### src/rtl/rxq_pkg.sv
package rxq_pkg;

  localparam int RXQ_DEPTH     = 16;
  localparam int RXQ_DATA_W    = 8;
  localparam int RXQ_TAG_W     = 4;
  localparam int RXQ_BREAK_BIT = 2;
  localparam int RXQ_TRIGGER   = 1;

  // Strobes from control to datapath for one cycle.
  typedef struct packed {
    logic wrEn;   // store the incoming entry at the write slot
    logic rdAdv;  // advance the head past the current entry
  } rxqStrobe_t;

endpackage

### src/rtl/rxq_ctrl.sv
module rxq_ctrl
  import rxq_pkg::*;
#(
  parameter int DEPTH      = RXQ_DEPTH,
  parameter int TRIG_LEVEL = RXQ_TRIGGER
) (
  input  logic       clk,
  input  logic       rstN,
  input  logic       fifoEn,
  input  logic       pushValid,
  input  logic       popReq,
  output rxqStrobe_t strobe,
  output logic       emptyFlag,
  output logic       fullFlag,
  output logic       canAccept,
  output logic       rxIrq
);

  localparam int CNT_W = $clog2(DEPTH + 1);
  localparam logic [CNT_W-1:0] DEPTH_C = CNT_W'(DEPTH);
  localparam logic [CNT_W-1:0] TRIG_C  = CNT_W'(TRIG_LEVEL);
  localparam logic [CNT_W-1:0] TRIG_M1 = CNT_W'(TRIG_LEVEL - 1);

  logic [CNT_W-1:0] count;
  logic [CNT_W-1:0] nextCount;
  logic [CNT_W-1:0] curDepth;
  logic             pushOk;
  logic             popOk;

  always_comb begin
    curDepth  = fifoEn ? DEPTH_C : CNT_W'(1);
    canAccept = (count < curDepth);
    pushOk    = pushValid && canAccept;
    popOk     = popReq && (count != '0);
    nextCount = count + CNT_W'(pushOk) - CNT_W'(popOk);
    strobe.wrEn  = pushOk;
    strobe.rdAdv = popOk;
  end

  always_ff @(posedge clk or negedge rstN) begin
    if (!rstN) begin
      count     <= '0;
      emptyFlag <= 1'b1;
      fullFlag  <= 1'b0;
      rxIrq     <= 1'b0;
    end else begin
      count <= nextCount;

      if (pushOk || popOk)
        emptyFlag <= (nextCount == '0);

      if (pushOk && (!fifoEn || nextCount == DEPTH_C))
        fullFlag <= 1'b1;
      else if (popReq)
        fullFlag <= 1'b0;

      if (pushOk && !popOk && nextCount == TRIG_C)
        rxIrq <= 1'b1;
      else if (popOk && !pushOk && nextCount == TRIG_M1)
        rxIrq <= 1'b0;
    end
  end

  // occupancy never exceeds the storage depth
  p_count_bound_r4: assert property (@(posedge clk) disable iff (!rstN)
    count <= DEPTH_C);

  // empty flag tracks a zero occupancy
  p_empty_tracks_r7: assert property (@(posedge clk) disable iff (!rstN)
    emptyFlag == (count == '0));

  // a refused push leaves the occupancy alone
  p_drop_full_r6: assert property (@(posedge clk) disable iff (!rstN)
    (pushValid && !canAccept && !popReq) |=> $stable(count));

  // single-slot mode reports full after an accepted push
  p_single_full_r5: assert property (@(posedge clk) disable iff (!rstN)
    (!fifoEn && pushValid && canAccept) |=> fullFlag);

  // a pop without a push leaves full low
  p_pop_clears_full_r8: assert property (@(posedge clk) disable iff (!rstN)
    (popReq && !pushValid) |=> !fullFlag);

  // the interrupt rises only at the trigger occupancy
  p_irq_rise_r9: assert property (@(posedge clk) disable iff (!rstN)
    $rose(rxIrq) |-> (count == TRIG_C));

endmodule

### src/rtl/rxq_store.sv
module rxq_store
  import rxq_pkg::*;
#(
  parameter int DEPTH     = RXQ_DEPTH,
  parameter int DATA_W    = RXQ_DATA_W,
  parameter int TAG_W     = RXQ_TAG_W,
  parameter int BREAK_BIT = RXQ_BREAK_BIT
) (
  input  logic                    clk,
  input  logic                    rstN,
  input  rxqStrobe_t              strobe,
  input  logic [DATA_W-1:0]       pushData,
  input  logic [TAG_W-1:0]        pushTag,
  output logic [DATA_W+TAG_W-1:0] popData
);

  localparam int ENT_W = DATA_W + TAG_W;
  localparam int PTR_W = (DEPTH > 1) ? $clog2(DEPTH) : 1;
  localparam logic [PTR_W-1:0] LAST_C = PTR_W'(DEPTH - 1);

  function automatic logic [PTR_W-1:0] stepPtr(input logic [PTR_W-1:0] p);
    return (p == LAST_C) ? '0 : p + 1'b1;
  endfunction

  logic [PTR_W-1:0]            rdPtr;
  logic [PTR_W-1:0]            wrPtr;
  logic [ENT_W-1:0]            wrEntry;
  logic                        isBreak;
  logic [DEPTH-1:0][ENT_W-1:0] slotArr;

  always_comb begin
    isBreak = pushTag[BREAK_BIT];
    wrEntry = {pushTag, (isBreak ? {DATA_W{1'b0}} : pushData)};
  end

  always_ff @(posedge clk or negedge rstN) begin
    if (!rstN) begin
      rdPtr <= '0;
      wrPtr <= '0;
    end else begin
      if (strobe.rdAdv) rdPtr <= stepPtr(rdPtr);
      if (strobe.wrEn)  wrPtr <= stepPtr(wrPtr);
    end
  end

  for (genvar i = 0; i < DEPTH; i++) begin : g_slot
    logic [ENT_W-1:0] q;
    always_ff @(posedge clk or negedge rstN) begin
      if (!rstN)
        q <= '0;
      else if (strobe.wrEn && wrPtr == PTR_W'(i))
        q <= wrEntry;
    end
    assign slotArr[i] = q;
  end

  assign popData = slotArr[rdPtr];

  // the head steps by one slot with wrap on each pop
  p_rd_wrap_r11: assert property (@(posedge clk) disable iff (!rstN)
    strobe.rdAdv |=> (rdPtr == stepPtr($past(rdPtr))));

  // without a real pop the head position holds
  p_rd_hold_r10: assert property (@(posedge clk) disable iff (!rstN)
    !strobe.rdAdv |=> $stable(rdPtr));

  // a stored break carries a zero data byte
  p_break_zero_r3: assert property (@(posedge clk) disable iff (!rstN)
    (strobe.wrEn && pushTag[BREAK_BIT]) |=>
      (slotArr[$past(wrPtr)][DATA_W-1:0] == '0));

endmodule

### src/rtl/rxq_fifo.sv
module rxq_fifo
  import rxq_pkg::*;
#(
  parameter int DEPTH      = RXQ_DEPTH,
  parameter int DATA_W     = RXQ_DATA_W,
  parameter int TAG_W      = RXQ_TAG_W,
  parameter int BREAK_BIT  = RXQ_BREAK_BIT,
  parameter int TRIG_LEVEL = RXQ_TRIGGER
) (
  input  logic                    clk,
  input  logic                    rstN,
  input  logic                    fifoEn,
  input  logic                    pushValid,
  input  logic [DATA_W-1:0]       pushData,
  input  logic [TAG_W-1:0]        pushTag,
  input  logic                    popReq,
  output logic [DATA_W+TAG_W-1:0] popData,
  output logic                    emptyFlag,
  output logic                    fullFlag,
  output logic                    canAccept,
  output logic                    rxIrq
);

  rxqStrobe_t strobe;

  rxq_ctrl #(
    .DEPTH      (DEPTH),
    .TRIG_LEVEL (TRIG_LEVEL)
  ) u_ctrl (
    .clk       (clk),
    .rstN      (rstN),
    .fifoEn    (fifoEn),
    .pushValid (pushValid),
    .popReq    (popReq),
    .strobe    (strobe),
    .emptyFlag (emptyFlag),
    .fullFlag  (fullFlag),
    .canAccept (canAccept),
    .rxIrq     (rxIrq)
  );

  rxq_store #(
    .DEPTH     (DEPTH),
    .DATA_W    (DATA_W),
    .TAG_W     (TAG_W),
    .BREAK_BIT (BREAK_BIT)
  ) u_store (
    .clk      (clk),
    .rstN     (rstN),
    .strobe   (strobe),
    .pushData (pushData),
    .pushTag  (pushTag),
    .popData  (popData)
  );

endmodule

### config.mk
export PLATFORM = sky130hd
export DESIGN_NAME = rxq_fifo
export DESIGN_NICKNAME = d
export VERILOG_FILES = /design/src/rtl/rxq_pkg.sv /design/src/rtl/rxq_ctrl.sv /design/src/rtl/rxq_store.sv /design/src/rtl/rxq_fifo.sv
export SDC_FILE = /design/constraint.sdc
export NUM_CORES = 1
export LEC_CHECK = 0
export BUFFER_PORTS_ARGS = -buffer_cell sky130_fd_sc_hd__buf_4
export CAP_MARGIN = 40
export CORE_ASPECT_RATIO = 0.6
export CORE_MARGIN = 10
export CORE_UTILIZATION = 56
export CTS_CLUSTER_DIAMETER = 30
export DETAILED_ROUTE_END_ITERATION = 16
export PLACE_DENSITY = 0.76
export SETUP_SLACK_MARGIN = 0.3
export SLEW_MARGIN = 25
export SYNTH_ARGS = -nofsm -noshare
export SYNTH_HDL_FRONTEND = slang
export SYNTH_HIERARCHICAL = 1
export SYNTH_SLANG_ARGS = --single-unit
export TNS_END_PERCENT = 30
### constraint.sdc
create_clock -name clk -period 2.8 [get_ports clk]
set_input_delay 0.56 -clock clk [delete_from_list [all_inputs] [get_ports clk]]
set_output_delay 0.56 -clock clk [all_outputs]
set_load 0.005 [all_outputs]
Word-level counts from Yosys, hierarchy flattened --
Cells that the tools add are included. W data, S select, Z words.
Word-level totals: register bits after elaboration 208, latch bits 0, memory bits (writable) 0, bits in read-only memories 0, bits of input ports 17, output and inout bits 16, logic and storage cells 89, memories 0
Cells by class: add/sub/neg operators 4, multiply operators 0, div/mod/pow operators 0, magnitude comparators 2, equality and inequality tests 18, shift operators 0, mux-type cells 10, bitwise operators 0, reductions and logical operators 33
Operators by type and width (number):
- $bmux W12 S4 | 1
- $eq A4 B4 Y1 const B | 9
- $logic_and A1 B1 Y1 | 23
- $eq A4 B3 Y1 const B | 4
- $mux W12 | 1
- $add A4 B1 Y4 const B | 2
- $eq A4 B2 Y1 const B | 2
- $mux W4 | 2
- $mux W8 | 1
- $add A5 B1 Y5 | 1
- $eq A5 B1 Y1 const B | 1
- $eq A5 B5 Y1 const B | 1
- $logic_not A5 Y1 | 1
- $lt A4 B5 Y1 const B | 1
- $lt A5 B5 Y1 | 1
- $mux W5 | 1
- $reduce_bool A5 Y1 | 1
- $sub A5 B1 Y5 | 1
- $eq A4 B1 Y1 const B | 1
- $logic_not A4 Y1 | 1
- $mux W1 | 4
- $reduce_bool A2 Y1 | 2
- $logic_not A1 Y1 | 3
- $logic_or A1 B1 Y1 | 2

Logic depth before layout (Yosys ltp) --
Gate-level depths: netlist of the first run.
depth in word-level cells 9, depth in mapped cells 13

By module --
The synthesis of the first run kept the hierarchy.
By module, submodules not included:
- rxq_store | instances 1, cells each 769, area each 9032.4 sq um, seq. area each 5004.8 sq um
- rxq_ctrl | instances 1, cells each 71, area each 708.2 sq um, seq. area each 201.4 sq um

Worst setup path before layout of the first run --
Ideal clock, no wire load.
path kind input-to-reg, start in fifoEn, end reg u_ctrl.rxIrq, library setup time 0.123 ns, data arrival time 2.986 ns, slack -0.309 ns, cell stages on the path 13, cell sequence inv_1 > ha_1 > inv_1 > a31o_1 > nand3_1 > ha_1 > ha_1 > inv_1 > fa_1 > nor3_1 > nor4_2 > o221a_1 > o221a_1
Between the ends: word-level cells in the longest chain between the ends 8, elaborated cells between the ends (all ways) 14, those cells by class 2 x add/sub; 1 x order compare; 1 x eq/ne; 2 x mux; 8 x reduce/logical
Ends and longest elaborated chain:
- start: declaration | line rxq_fifo.sv:12 | input logic fifoEn,
- $mux W5 * | line rxq_ctrl.sv:31 | curDepth = fifoEn ? DEPTH_C : CNT_W'(1);
- $lt A5 B5 Y1 * | line rxq_ctrl.sv:32 | canAccept = (count < curDepth);
- $logic_and A1 B1 Y1 * | line rxq_ctrl.sv:33 | pushOk = pushValid && canAccept;
- $add A5 B1 Y5 | line rxq_ctrl.sv:35 | nextCount = count + CNT_W'(pushOk) - CNT_W'(popOk);
- $sub A5 B1 Y5 | line rxq_ctrl.sv:35
- $eq A5 B1 Y1 / $logic_not A5 Y1 (equally long branches) | line rxq_ctrl.sv:57, rxq_ctrl.sv:59
- $logic_and A1 B1 Y1 (on tied branches) | line rxq_ctrl.sv:57, rxq_ctrl.sv:59
- $mux W1 / $reduce_bool A2 Y1 (equally long branches)
- end signal: assignment | line rxq_ctrl.sv:45 | rxIrq <= 1'b0;
- end signal: assignment | line rxq_ctrl.sv:58 | rxIrq <= 1'b1;
- end signal: assignment | line rxq_ctrl.sv:60 | rxIrq <= 1'b0;
- end: declaration | line rxq_ctrl.sv:16 | output logic rxIrq
Every way passes the cells marked *; elsewhere a longest branch is shown, timed or not. A chain may end at the register's enable or synchronous reset.

Worst setup path in the final report of the first run --
start reg u_ctrl.count[1], end reg u_ctrl.rxIrq
Between the ends: word-level cells in the longest chain between the ends 7, elaborated cells between the ends (all ways) 16, those cells by class 2 x add/sub; 1 x order compare; 1 x eq/ne; 1 x mux; 11 x reduce/logical
Ends and longest elaborated chain:
- start: declaration | line rxq_ctrl.sv:24 | logic [CNT_W-1:0] count;
- start signal: assignment | line rxq_ctrl.sv:47 | count <= nextCount;
- $lt A5 B5 Y1 | line rxq_ctrl.sv:32
- $logic_and A1 B1 Y1 | line rxq_ctrl.sv:33
- $add A5 B1 Y5 | line rxq_ctrl.sv:35
- $sub A5 B1 Y5 * | line rxq_ctrl.sv:35
- via u_ctrl.nextCount[2] | line rxq_ctrl.sv:25 | logic [CNT_W-1:0] nextCount;
- $eq A5 B1 Y1 / $logic_not A5 Y1 (equally long branches) | line rxq_ctrl.sv:57, rxq_ctrl.sv:59
- $logic_and A1 B1 Y1 (on tied branches) | line rxq_ctrl.sv:57, rxq_ctrl.sv:59
- $mux W1 / $reduce_bool A2 Y1 (equally long branches)
Mark *: on every way through the listed nets, which the timed path passes. The rest lies on a longest branch.

==> metrics.md, run 1 <==
| Metric | Value |
|---|---|
| P&R area growth vs syn | 27.41% |
| DR DRC count | 0 |
| Hold buffers post-CTS | 0 |
| Final setup viols | 14 |
| HPWL after DPL | roughly 16 mm |
| CTS H-Tree Depth | 1 |
| Clock skew | ~0.014 ns |
| Fmax | 319.3 MHz |
| Seq. cell area | 5213 um^2 |
| LEAKAGE | about 5.6 nW |
| R2R cell count | 14 |
| Tmin final | 3.132 ns |
| Final wirelength | 27.84 mm |
| Clock Sinks | 208 |
| GRT overflow | 0 |
| Critical path type | flip-flop to flip-flop |
| Crit path max fanout | 3 |
| Final Core Density | 72.65% |
| Worst Path Required | 3.23 ns |
| Initial antenna violation count | 0 |
| Core area | 17,080 um^2 |
| Router iterations before antenna repair | 5 |
| Row count | 37 |
| Boundary Pins | 33 |
| WP data arrival | 3.56 ns |
| Die W | approximately 190 um |
| #FFs+latches synth | 208 |
| Failing checks | setup timing |
| Overall routing resource usage | between 20% and 30% |
| PortBufs | 32 |
| Share of cells above drive strength 1 | between 30% and 40% |
| EDFF count, synth | 0 |
| Reg2Reg Setup Slack | -0.33 ns |
| Antenna Cells | 0 |
| Worst R2R End | u_ctrl/rxIrq$_DFFE_PN0P_ |
| GPL Wtd Cong | 0.8306 |
| Synth Flop Type | dfrtp_1 |
| Fin crit share | 111.8% |
| CP endpoint kind | flip-flop |
| Deepest clock path buffer count | 3 |
| RSZ-0062 raised after global routing | yes |
| Multi-input logic area | 4496 um^2 |
| Avg Inst Size Synth | 11.60 um^2 |
| Largest net degree at the start of global routing | 76 |
| Fillers | 1,020 |
| Hold Path Class | primary input to async pin |
| Ys Warns | 6 |
| Cts bufs inserted | 30 |
| Max cap viols | 0 |
| Die area | 23,240 um^2 |
| Remaining antenna violation count | 0 |
| CTS root buf | clkbuf_16 |
| Nature of the critical path startpoint | flip-flop |
| Largest cells by area after synthesis | dfrtp_1 53%, mux2_2 12%, o21ai_0 6.9%, mux4_2 5.5%, nand2_1 5.3% |
| Final WS setup | -0.3317 ns |
| Clock transition at path regs | 0.06 ns |
| Post-Syn Area | roughly 9700 um^2 |
| First-pass GRT wire length | approximately 43 mm |
| Unique masters post-synth | 46 |
| Fin nets | about 940 |
| CTS tree | done |
| Register area share after synthesis | 53.45% |
| Cells after Synth | 840 |
| Asr flop ratio synth | 100.0% |
| Max-slew violations | 0 |
| Post-synth top area share | 53.18% |
| Die span in y | ~120 um |
| Worst R2R Start | u_ctrl/count[1]$_DFF_PN0_ |
| Pwr dens | 1264 nW/um^2 |
| Run status | complete, but fails checks |
| Drt wl/cell | 23.90 um |
| Mapped Nets | 874 |
| Area leader, netlist | dfrtp_1 |
| Number of global-route vias before repair | approximately 7,600 |
| Final Hold Viols | 0 |
| Vias/cell | 6.290 |
| Total design power | about 0.016 W |
| Initial DRC Count | 823 |
| Worst Max-Slew Pin Slew | 0.7630 ns |
| Starting Density | 57.02% |
| Via count | 7,328 |
| Worst-skew pair later-pin latency | 0.55 ns |
| Peak supply drop | 0.0006120 V |
| Headroom to the max-slew limit | 49.13% |
==> worst max-delay path, cell delays in order, from the launching register on <==
cell and delay [ns]:
dfrtp_1 0.38, inv_2 0.08, ha_4 0.16, o21ai_2 0.07, a31o_1 0.21, nand3_2 0.13, ha_4 0.31, ha_4 0.14
inv_2 0.04, fa_2 0.43, xor2_4 0.20, a2111oi_4 0.36, buf_4 0.18, o22ai_2 0.06, o221a_1 0.24
==> timing repair <==
| item | CTS | global route |
|---|---|---|
| endpoints found under the setup margin | 101 | 81 |
| buffers inserted | 18 | 7 |
| pin swaps | 14 | 9 |
| gates resized for setup | 53 | 18 |
| gates cloned | 3 | 0 |
==> state kept, by name, indices dropped and copies added (netlist names) <==
signal and cells:
u_ctrl/count 5, u_ctrl/emptyFlag 1, u_ctrl/fullFlag 1, u_ctrl/rxIrq 1
u_store/g_slot.q 192, u_store/rdPtr 4, u_store/wrPtr 4
==> layout by cell type, fill, tap and decap left out, types with 9 or more instances in the layout <==
cell       count
buf_12        24
buf_4         68
buf_6          9
clkbuf_16     31
dfrtp_1      204
ha_1          11
inv_1         13
mux2_2       105
mux2i_4       10
mux4_2        24
nand2_1      135
nand2b_1      11
o21ai_0      134
o221ai_1      12
o22ai_1       12
o22ai_2       12
==> through the flow <==
step | instances | worst slack, ns | hold WS [ns] | area, um^2 | setup TNS (ns)
after floorplan | 840 | -0.1358 | 0.2644 | 9822 | -0.2056
after global placement | 1080 | -0.3527 | 0.4553 | 10620 | -1.032
after detailed placement | 1080 | -0.4714 | 0.4648 | 10620 | -1.529
after CTS | 1157 | -0.2751 | 0.06443 | 12220 | -1.421
after global routing | 1165 | -0.4073 | 0.08444 | 12410 | -2.334
final | 1165 | -0.3317 | 0.03696 | 12410 | -1.647
==> Yosys cell counts, drive strengths merged (2+ instances only) <==
master and n:
a21oi 2, or2 2, mux4 24, o21ai 135, ha 16, xor2 2, nand4b 8, mux2i 12
o31ai 2, and2 2, dfrtp 207, nand2b 13, nand4bb 4, nand2 137, xnor2 4, inv 19
nand3 5, o22ai 25, mux2 113, nand4 6, clkbuf 37, o221a 2, buf 35, o221ai 13
==> layer usage <==
| layer | GRT usage [%] | vias up | part of all wire [%] | wire (um) |
|---|---|---|---|---|
| met5 | 0 | - | 0 | 0 |
| met4 | 8.766 | 0 | 2.7 | 750 |
| met3 | 7.534 | 66 | 9.2 | 2562 |
| met2 | 36.11 | 364 | 46 | 12910 |
| met1 | 30.98 | 3766 | 42 | 11620 |
| li1 | - | 3132 | - | - |
==> report_power, final <==
group | switching, W | internal, W
Combinational | 0.00331 | 0.00328
Clock | 0.00150 | 0.00266
Sequential | 0.000764 | 0.00416
Total | 0.00558 | 0.0101
==> logic make-up after synthesis <==
family / count (synthesis) / share of synthesized area (%)
compound gates: 186 / 11.07
xor+xnor: 6 / 0.6166
fa+ha+maj: 17 / 2.261
buf+inv: 91 / 4.098
flops: 208 / 53.45
mux: 149 / 19.85
simple gates: 183 / 8.658
==> worst max-delay path by stage <==
stage	start	endpoint	slack, ns	cells past startpoint
detailed placement	fifoEn	u_ctrl/rxIrq$_DFFE_PN0P_	-0.47	14
floorplan	fifoEn	u_ctrl/rxIrq$_DFFE_PN0P_	-0.14	13
global route	u_ctrl/count[1]$_DFF_PN0_	u_ctrl/rxIrq$_DFFE_PN0P_	-0.41	14
global placement	fifoEn	u_ctrl/rxIrq$_DFFE_PN0P_	-0.35	14
CTS	u_ctrl/count[1]$_DFF_PN0_	u_ctrl/emptyFlag$_DFFE_PN1P_	-0.28	13
finish	u_ctrl/count[1]$_DFF_PN0_	u_ctrl/rxIrq$_DFFE_PN0P_	-0.33	14
==> layout make-up <==
| cell class | instances | share of cell area (%) |
|---|---|---|
| timing repair buffer | 107 | 9.638 |
| clock buffer | 34 | 6.503 |
| sequential | 208 | 42.00 |
| multi-input combinational | 541 | 36.22 |
| clock inverter | 22 | 2.571 |
| tap | 234 | 2.359 |
| inverter | 19 | 0.7057 |
No activity file was read; power rests on OpenSTA's default activity.
==> inputs of run 2 (changes only) <==
--- a/config.mk
+++ b/config.mk
@@ -12,6 +12,7 @@
 export CORE_UTILIZATION = 56
 export CTS_CLUSTER_DIAMETER = 30
 export DETAILED_ROUTE_END_ITERATION = 16
+export GPL_TIMING_DRIVEN = 0
 export PLACE_DENSITY = 0.76
 export SETUP_SLACK_MARGIN = 0.3
 export SLEW_MARGIN = 25
==> run 2 against run 1 <==
Compared with the run above: critical path depth decreased by 3; largest cell class unchanged; utilization about the same; the flow finishes with violations (hold timing, setup timing); critical path type unchanged; setup slack got worse by 0.027 ns.
==> metrics.md, run 2 (same netlist as run 1, synthesis figures left out) <==
| Metric | Value |
|---|---|
| Router iterations before antenna repair | 5 (unchanged) |
| Worst Max-Slew Pin Slew | 0.8191 ns (+0.05606 ns) |
| Crit path max fanout | 3 (unchanged) |
| Die span in y | 122.2 um (unchanged) |
| Worst-skew pair later-pin latency | 0.50 ns (-0.05 ns) |
| Clock transition at path regs | 0.06 ns (about the same) |
| Tmin final | 3.159 ns (+0.02730 ns) |
| Starting Density | 57.02% (unchanged) |
| Largest net degree at the start of global routing | 84 (+11%) |
| DR DRC count | 0 (unchanged) |
| R2R cell count | 11 (-3) |
| Final WS setup | -0.3590 ns (-0.02730 ns) |
| RSZ-0062 raised after global routing | yes |
| Final worst hold slack | -0.01166 ns (-0.04862 ns) |
| Hold buffers post-CTS | 0 (unchanged) |
| Run status | complete, but fails checks |
| PortBufs | 32 (unchanged) |
| Placed cells | 1,108 (+2.6%) |
| Core area | 17,080 um^2 (unchanged) |
| Max-slew violations | 0 (unchanged) |
| HPWL after DPL | 18.16 mm (+13%) |
| Fmax | 316.6 MHz (-0.86%) |
| Reg2Reg Setup Slack | -0.36 ns (-0.03 ns) |
| GRT overflow | 0 (unchanged) |
| Clock skew | 0.03096 ns (+0.01656 ns) |
| Worst R2R End | u_ctrl/fullFlag$_DFFE_PN0P_ |
| CTS tree | done |
| Worst Path Required | 3.18 ns (-0.05 ns) |
| Number of global-route vias before repair | 7,489 (-1.7%) |
| Remaining antenna violation count | 0 (unchanged) |
| Vias/cell | 6.178 (-1.8%) |
| First-pass GRT wire length | 43.57 mm (+1.2%) |
| Fin nets | 981 (+4.3%) |
| Boundary Pins | 33 (unchanged) |
| Nature of the critical path startpoint | flip-flop |
| Placement Setup Slack | -0.5500 ns (-0.07854 ns) |
| Deepest clock path buffer count | 3 (unchanged) |
| Headroom to the max-slew limit | 45.40% (-3.7 points) |
| GPL Wtd Cong | 0.9207 (+11%) |
| Drt wl/cell | 24.02 um (+0.51%) |
| Top Registers | u_store/g_slot.q (192), u_ctrl/count (5) |
| Final setup viols | 14 (unchanged) |
| Final wirelength | 28.95 mm (+4.0%) |
| Die area | 23,240 um^2 (unchanged) |
| Critical path type | flip-flop to flip-flop |
| Most frequent cells in the layout | 203 x dfrtp_1, 136 x nand2_1, 134 x o21ai_0 |
| Share of cells above drive strength 1 | 36.60% (-0.78 points) |
| LEAKAGE | 5.614 nW (-0.23%) |
| Final Hold Viols | 5 (+5) |
| WP data arrival | 3.54 ns (-0.02 ns) |
| Final non-filler cell total | 1,205 (+3.4%) |
| P&R area growth vs syn | 27.40% (about the same) |
| Commonest non-fill, non-tap cell in the layout | dfrtp_1 |
| Pwr dens | 1255 nW/um^2 (-0.71%) |
| Cts bufs inserted | 35 (+17%) |
| CTS root buf | clkbuf_16 |
| CP endpoint kind | flip-flop |
| Hold Path Class | primary input to async pin |
| Peak supply drop | 0.0007327 V (+20%) |
| Initial antenna violation count | 0 (unchanged) |
| Failing checks | hold timing, setup timing |
| Worst R2R Start | u_ctrl/count[0]$_DFF_PN0_ |
| Final TNS setup | -1.937 ns (-0.2893 ns) |
| Row count | 37 (unchanged) |
| Max cap viols | 0 (unchanged) |
| Initial DRC Count | 897 (+9.0%) |
| Biggest register | u_store/g_slot.q |
| Via count | 7,444 (+1.6%) |
| Fin crit share | 112.8% (+0.97 points) |
| Overall routing resource usage | 24.49% (+0.95 points) |
| Die W | 190.3 um (unchanged) |
| CTS H-Tree Depth | 2 (+1) |
| Clock Sinks | 208 (unchanged) |
| Max FFs per register | 192 (unchanged) |
run 2: cell count changes in the layout (fill, tap and decap cells not counted), sizes merged:
cell / delta
bufinv: -5
diode: +1
buf: -6
clkbuf: +53
clkinvlp: -2
clkinv: -1
run 2: layout make-up:
| class | instances | area (um^2) |
|---|---|---|
| Antenna cell | 1 | 2.502 |
| Buffer | 72 | 475.5 |
| Clock buffer | 46 | 1010 |
| Clock inverter | 14 | 150.1 |
| Fill cell | 1089 | 4673 |
| Inverter | 19 | 86.33 |
| Multi-Input combinational cell | 541 | 4491 |
| Sequential cell | 208 | 5211 |
| Tap cell | 234 | 292.8 |
| Timing Repair Buffer | 70 | 690.7 |
run 2: worst max-delay path by stage:
stage               depth (start not counted)                     endpoint                 startpoint  slack (ns)
detailed placement                         14     u_ctrl/rxIrq$_DFFE_PN0P_                     fifoEn       -0.55
finish                                     11  u_ctrl/fullFlag$_DFFE_PN0P_  u_ctrl/count[0]$_DFF_PN0_       -0.36
global placement                           14     u_ctrl/rxIrq$_DFFE_PN0P_                     fifoEn       -0.52
CTS                                        13     u_ctrl/rxIrq$_DFFE_PN0P_  u_ctrl/count[2]$_DFF_PN0_       -0.21
global route                               11     u_ctrl/rxIrq$_DFFE_PN0P_  u_ctrl/count[0]$_DFF_PN0_       -0.45
floorplan                                  13     u_ctrl/rxIrq$_DFFE_PN0P_                     fifoEn       -0.14
run 2: where the power goes:
part | total (W) | internal, W | switching [W]
Clock | 0.00417 | 0.00266 | 0.00151
Combinational | 0.00655 | 0.00324 | 0.00330
Sequential | 0.00486 | 0.00417 | 0.000696
Total | 0.0156 | 0.0101 | 0.00551
run 2: timing repair:
item / 4_1_cts / 5_1_grt
buffers inserted: 15 / 16
cloned: 2 / 3
pin swaps: 7 / 9
resized for setup: 78 / 41
setup endpoints to repair: 97 / 135
run 2: layer usage:
| metal | global-route usage (%) | vias up | share of wire [%] |
|---|---|---|---|
| li1 | - | 3215 | - |
| met1 | 34.19 | 3780 | 43 |
| met2 | 36.48 | 392 | 44 |
| met3 | 7.306 | 57 | 11 |
| met4 | 7.150 | 0 | 2.2 |
| met5 | 0 | - | 0 |
run 2: metrics by stage:
step           total power, W  hold slack [ns]  instance area (um^2)  utilization, %
6_report              0.01557         -0.01166                 12410           72.64
5_1_grt               0.01630          0.02091                 12410           72.63
3_3_place_gp         0.009537           0.4558                 10350           60.62
3_5_place_dp         0.009760           0.4649                 10420           60.98
4_1_cts               0.01487        0.0002813                 12090           70.75
2_1_floorplan        0.008094           0.2644                  9822               -
run 2: worst max-delay path: stages, from the launching register on:
cell       delay, ns
dfrtp_1         0.48
o21ai_1         0.24
a31o_1          0.28
nand3_4         0.13
ha_4            0.29
ha_4            0.13
inv_2           0.04
fa_2            0.43
xor2_4          0.20
a2111oi_4       0.43
o2111ai_2       0.20
o221ai_1        0.20
==> inputs of run 3 (changes only) <==
--- a/config.mk
+++ b/config.mk
@@ -8,12 +8,13 @@
 export BUFFER_PORTS_ARGS = -buffer_cell sky130_fd_sc_hd__buf_4
 export CAP_MARGIN = 40
 export CORE_ASPECT_RATIO = 0.6
-export CORE_MARGIN = 10
-export CORE_UTILIZATION = 56
+export CORE_MARGIN = 5
+export CORE_UTILIZATION = 50
 export CTS_CLUSTER_DIAMETER = 30
 export DETAILED_ROUTE_END_ITERATION = 16
 export GPL_TIMING_DRIVEN = 0
-export PLACE_DENSITY = 0.76
+export PLACE_DENSITY = 0.69
+export RECOVER_POWER = 25
 export SETUP_SLACK_MARGIN = 0.3
 export SLEW_MARGIN = 25
 export SYNTH_ARGS = -nofsm -noshare
==> run 3 against run 2 <==
Compared with the run above: flip-flop and latch count did not move; cell area is 0.23% higher; clock power rose by 5.3%; sequential power about the same; largest cell class unchanged; global-route usage up 1.3 points; critical path depth increased by 2; count of clock-buffer cells in the layout decreased by 1; the flow finishes with violations (setup timing).
==> metrics.md, run 3 (same netlist as run 1, synthesis figures left out) <==
| Metric | Value |
|---|---|
| Tmin final | 3.012 ns (-0.1472 ns) |
| Top Registers | u_store/g_slot.q (192), u_ctrl/count (5) |
| Row count | 39 (+5.4%) |
| Drt wl/cell | 23.14 um (-3.7%) |
| Die W | 190.2 um (about the same) |
| Cts bufs inserted | 34 (-2.9%) |
| Reg2Reg Setup Slack | -0.21 ns (+0.15 ns) |
| Crit path max fanout | 4 (+1) |
| Total design power | 0.01561 W (+0.22%) |
| P&R area growth vs syn | 27.69% |
| Router iterations before antenna repair | 5 (unchanged) |
| CTS H-Tree Depth | 2 (unchanged) |
| Clock skew | 0.01749 ns (-0.01347 ns) |
| Boundary Pins | 33 (unchanged) |
| Clock transition at path regs | 0.05 ns (about the same) |
| CTS root buf | clkbuf_16 |
| Max cap viols | 0 (unchanged) |
| RSZ-0062 raised after global routing | yes |
| Commonest non-fill, non-tap cell in the layout | dfrtp_1 |
| Most frequent cells in the layout | 204 x dfrtp_1, 136 x nand2_1, 134 x o21ai_0 |
| Initial DRC Count | 672 (-25%) |
| Vias/cell | 5.902 (-4.5%) |
| Failing checks | setup timing |
| Fin area | 12,440 um^2 (+0.23%) |
| Core area | 19,080 um^2 (+12%) |
| CP endpoint kind | flip-flop |
| Area post-placement | 10,460 um^2 (+0.38%) |
| Die span in y | 118.1 um (-3.3%) |
| Fin crit share | 107.6% (-5.3 points) |
| Starting Density | 51.05% (-6.0 points) |
| Final WS setup | -0.2118 ns (+0.1472 ns) |
| Initial antenna violation count | 0 (unchanged) |
| Pwr dens | 1255 nW/um^2 (about the same) |
| Biggest register | u_store/g_slot.q |
| Fillers | 1,396 (+28%) |
| GPL Wtd Cong | 0.8980 (-2.5%) |
| Headroom to the max-slew limit | 15.08% (-30 points) |
| First-pass GRT wire length | 44.42 mm (+2.0%) |
| Placed cells | 1,140 (+2.9%) |
| Worst R2R Start | u_ctrl/count[2]$_DFF_PN0_ |
| Via count | 7,254 (-2.6%) |
| Hold Path Class | primary input to flip-flop |
| Worst setup path end | u_ctrl/rxIrq$_DFFE_PN0P_ |
| Final setup viols | 14 (unchanged) |
| Worst Max-Slew Pin Slew | 1.274 ns (+0.4547 ns) |
| CTS tree | done |
| Crit path launch | u_ctrl/count[2]$_DFF_PN0_ |
| Final non-filler cell total | 1,229 (+2.0%) |
| LEAKAGE | 5.596 nW (-0.32%) |
| Fmax | 332.0 MHz (+4.9%) |
| Run status | complete, but fails checks |
| DR DRC count | 0 (unchanged) |
| Final Hold Viols | 0 (-5) |
| Max FFs per register | 192 (unchanged) |
| Max-slew violations | 0 (unchanged) |
| Fin nets | 971 (-1.0%) |
| Largest net degree at the start of global routing | 91 (+8.3%) |
| Nature of the critical path startpoint | flip-flop |
| Clock Sinks | 208 (unchanged) |
| GRT overflow | 0 (unchanged) |
| Worst Path Required | 3.23 ns (+0.05 ns) |
| Remaining antenna violation count | 0 (unchanged) |
| Critical path type | flip-flop to flip-flop |
| R2R cell count | 13 (+2) |
| Share of cells above drive strength 1 | 37.53% (+0.93 points) |
| HPWL after DPL | 18.56 mm (+2.2%) |
| Overall routing resource usage | 25.75% (+1.3 points) |
| WP data arrival | 3.44 ns (-0.10 ns) |
| Deepest clock path buffer count | 3 (unchanged) |
| Die area | 22,460 um^2 (-3.3%) |
| PortBufs | 32 (unchanged) |
| Peak supply drop | 0.0008286 V (+13%) |
| Worst-skew pair later-pin latency | 0.50 ns (about the same) |
| Final worst hold slack | 0.3411 ns (+0.3528 ns) |
| Worst R2R End | u_ctrl/rxIrq$_DFFE_PN0P_ |
| Final wirelength | 28.43 mm (-1.8%) |
| Number of global-route vias before repair | 7,387 (-1.4%) |
==> run 3: metrics by stage <==
stage / worst slack [ns] / util (%) / TNS, ns
6_report: -0.2118 / 65.19 / -1.300
5_1_grt: -0.3346 / 65.18 / -2.203
4_1_cts: -0.2085 / 64.07 / -1.703
3_5_place_dp: -0.5433 / 54.81 / -3.111
3_3_place_gp: -0.5307 / 54.48 / -65.97
2_1_floorplan: -0.1358 / - / -0.2056
==> run 3: how the worst min path moves through the flow <==
| stage | startpoint | end | cells after the start |
|---|---|---|---|
| 3_5_place_dp | rstN | u_store/g_slot[11].q[8]$_DFFE_PN0P_ | 1 |
| 5_1_grt | popReq | u_ctrl/fullFlag$_DFFE_PN0P_ | 2 |
| 2_1_floorplan | rstN | u_ctrl/count[0]$_DFF_PN0_ | 0 |
| 3_3_place_gp | u_store/g_slot[10].q[2]$_DFFE_PN0P_ | u_store/g_slot[10].q[2]$_DFFE_PN0P_ | 2 |
| 4_1_cts | popReq | u_ctrl/fullFlag$_DFFE_PN0P_ | 2 |
| 6_report | popReq | u_ctrl/fullFlag$_DFFE_PN0P_ | 2 |
==> run 3: repair_timing <==
| item | in CTS | in global routing |
|---|---|---|
| endpoints found under the hold margin | 36 | 0 |
| gates resized for setup | 91 | 46 |
| endpoints found under the setup margin | 99 | 172 |
| buffers inserted | 17 | 7 |
| gates cloned | 2 | 0 |
| pin swaps | 10 | 11 |
| hold buffers | 1 | 0 |
==> run 3: power breakdown <==
part / internal [W] / switching [W]
clock: 0.00287 / 0.00152
combinational: 0.00314 / 0.00323
sequential: 0.00417 / 0.000692
total: 0.0102 / 0.00544
==> run 3: worst max-delay path, cell delays in order (launching register included) <==
cell	delay (ns)
dfrtp_1	0.38
inv_4	0.08
ha_4	0.16
o21ai_2	0.07
a31o_4	0.20
nand3_4	0.11
ha_4	0.30
ha_4	0.13
inv_2	0.04
fa_2	0.40
xor2_4	0.23
a2111oi_4	0.42
o221a_1	0.25
o221a_1	0.18
==> run 3: cell type report <==
class / instances / area (um^2) / share of cell area, %
Antenna cell: 1 / 2.502 / 0.02012
Buffer: 72 / 486.7 / 3.913
Clock buffer: 45 / 1026 / 8.249
Clock inverter: 16 / 186.4 / 1.499
Inverter: 19 / 88.84 / 0.7142
Multi-Input combinational cell: 541 / 4571 / 36.75
Sequential cell: 208 / 5213 / 41.91
Tap cell: 266 / 332.8 / 2.676
Timing Repair Buffer: 61 / 531.8 / 4.275
==> run 3: per-layer routing <==
| layer | vias to the layer above | share of wire (%) | track usage, % |
|---|---|---|---|
| met3 | 54 | 9.9 | 8.091 |
| li1 | 3200 | - | - |
| met2 | 310 | 43 | 36.92 |
| met1 | 3690 | 45 | 38.47 |
| met5 | - | 0 | 0 |
| met4 | 0 | 2.0 | 6.233 |
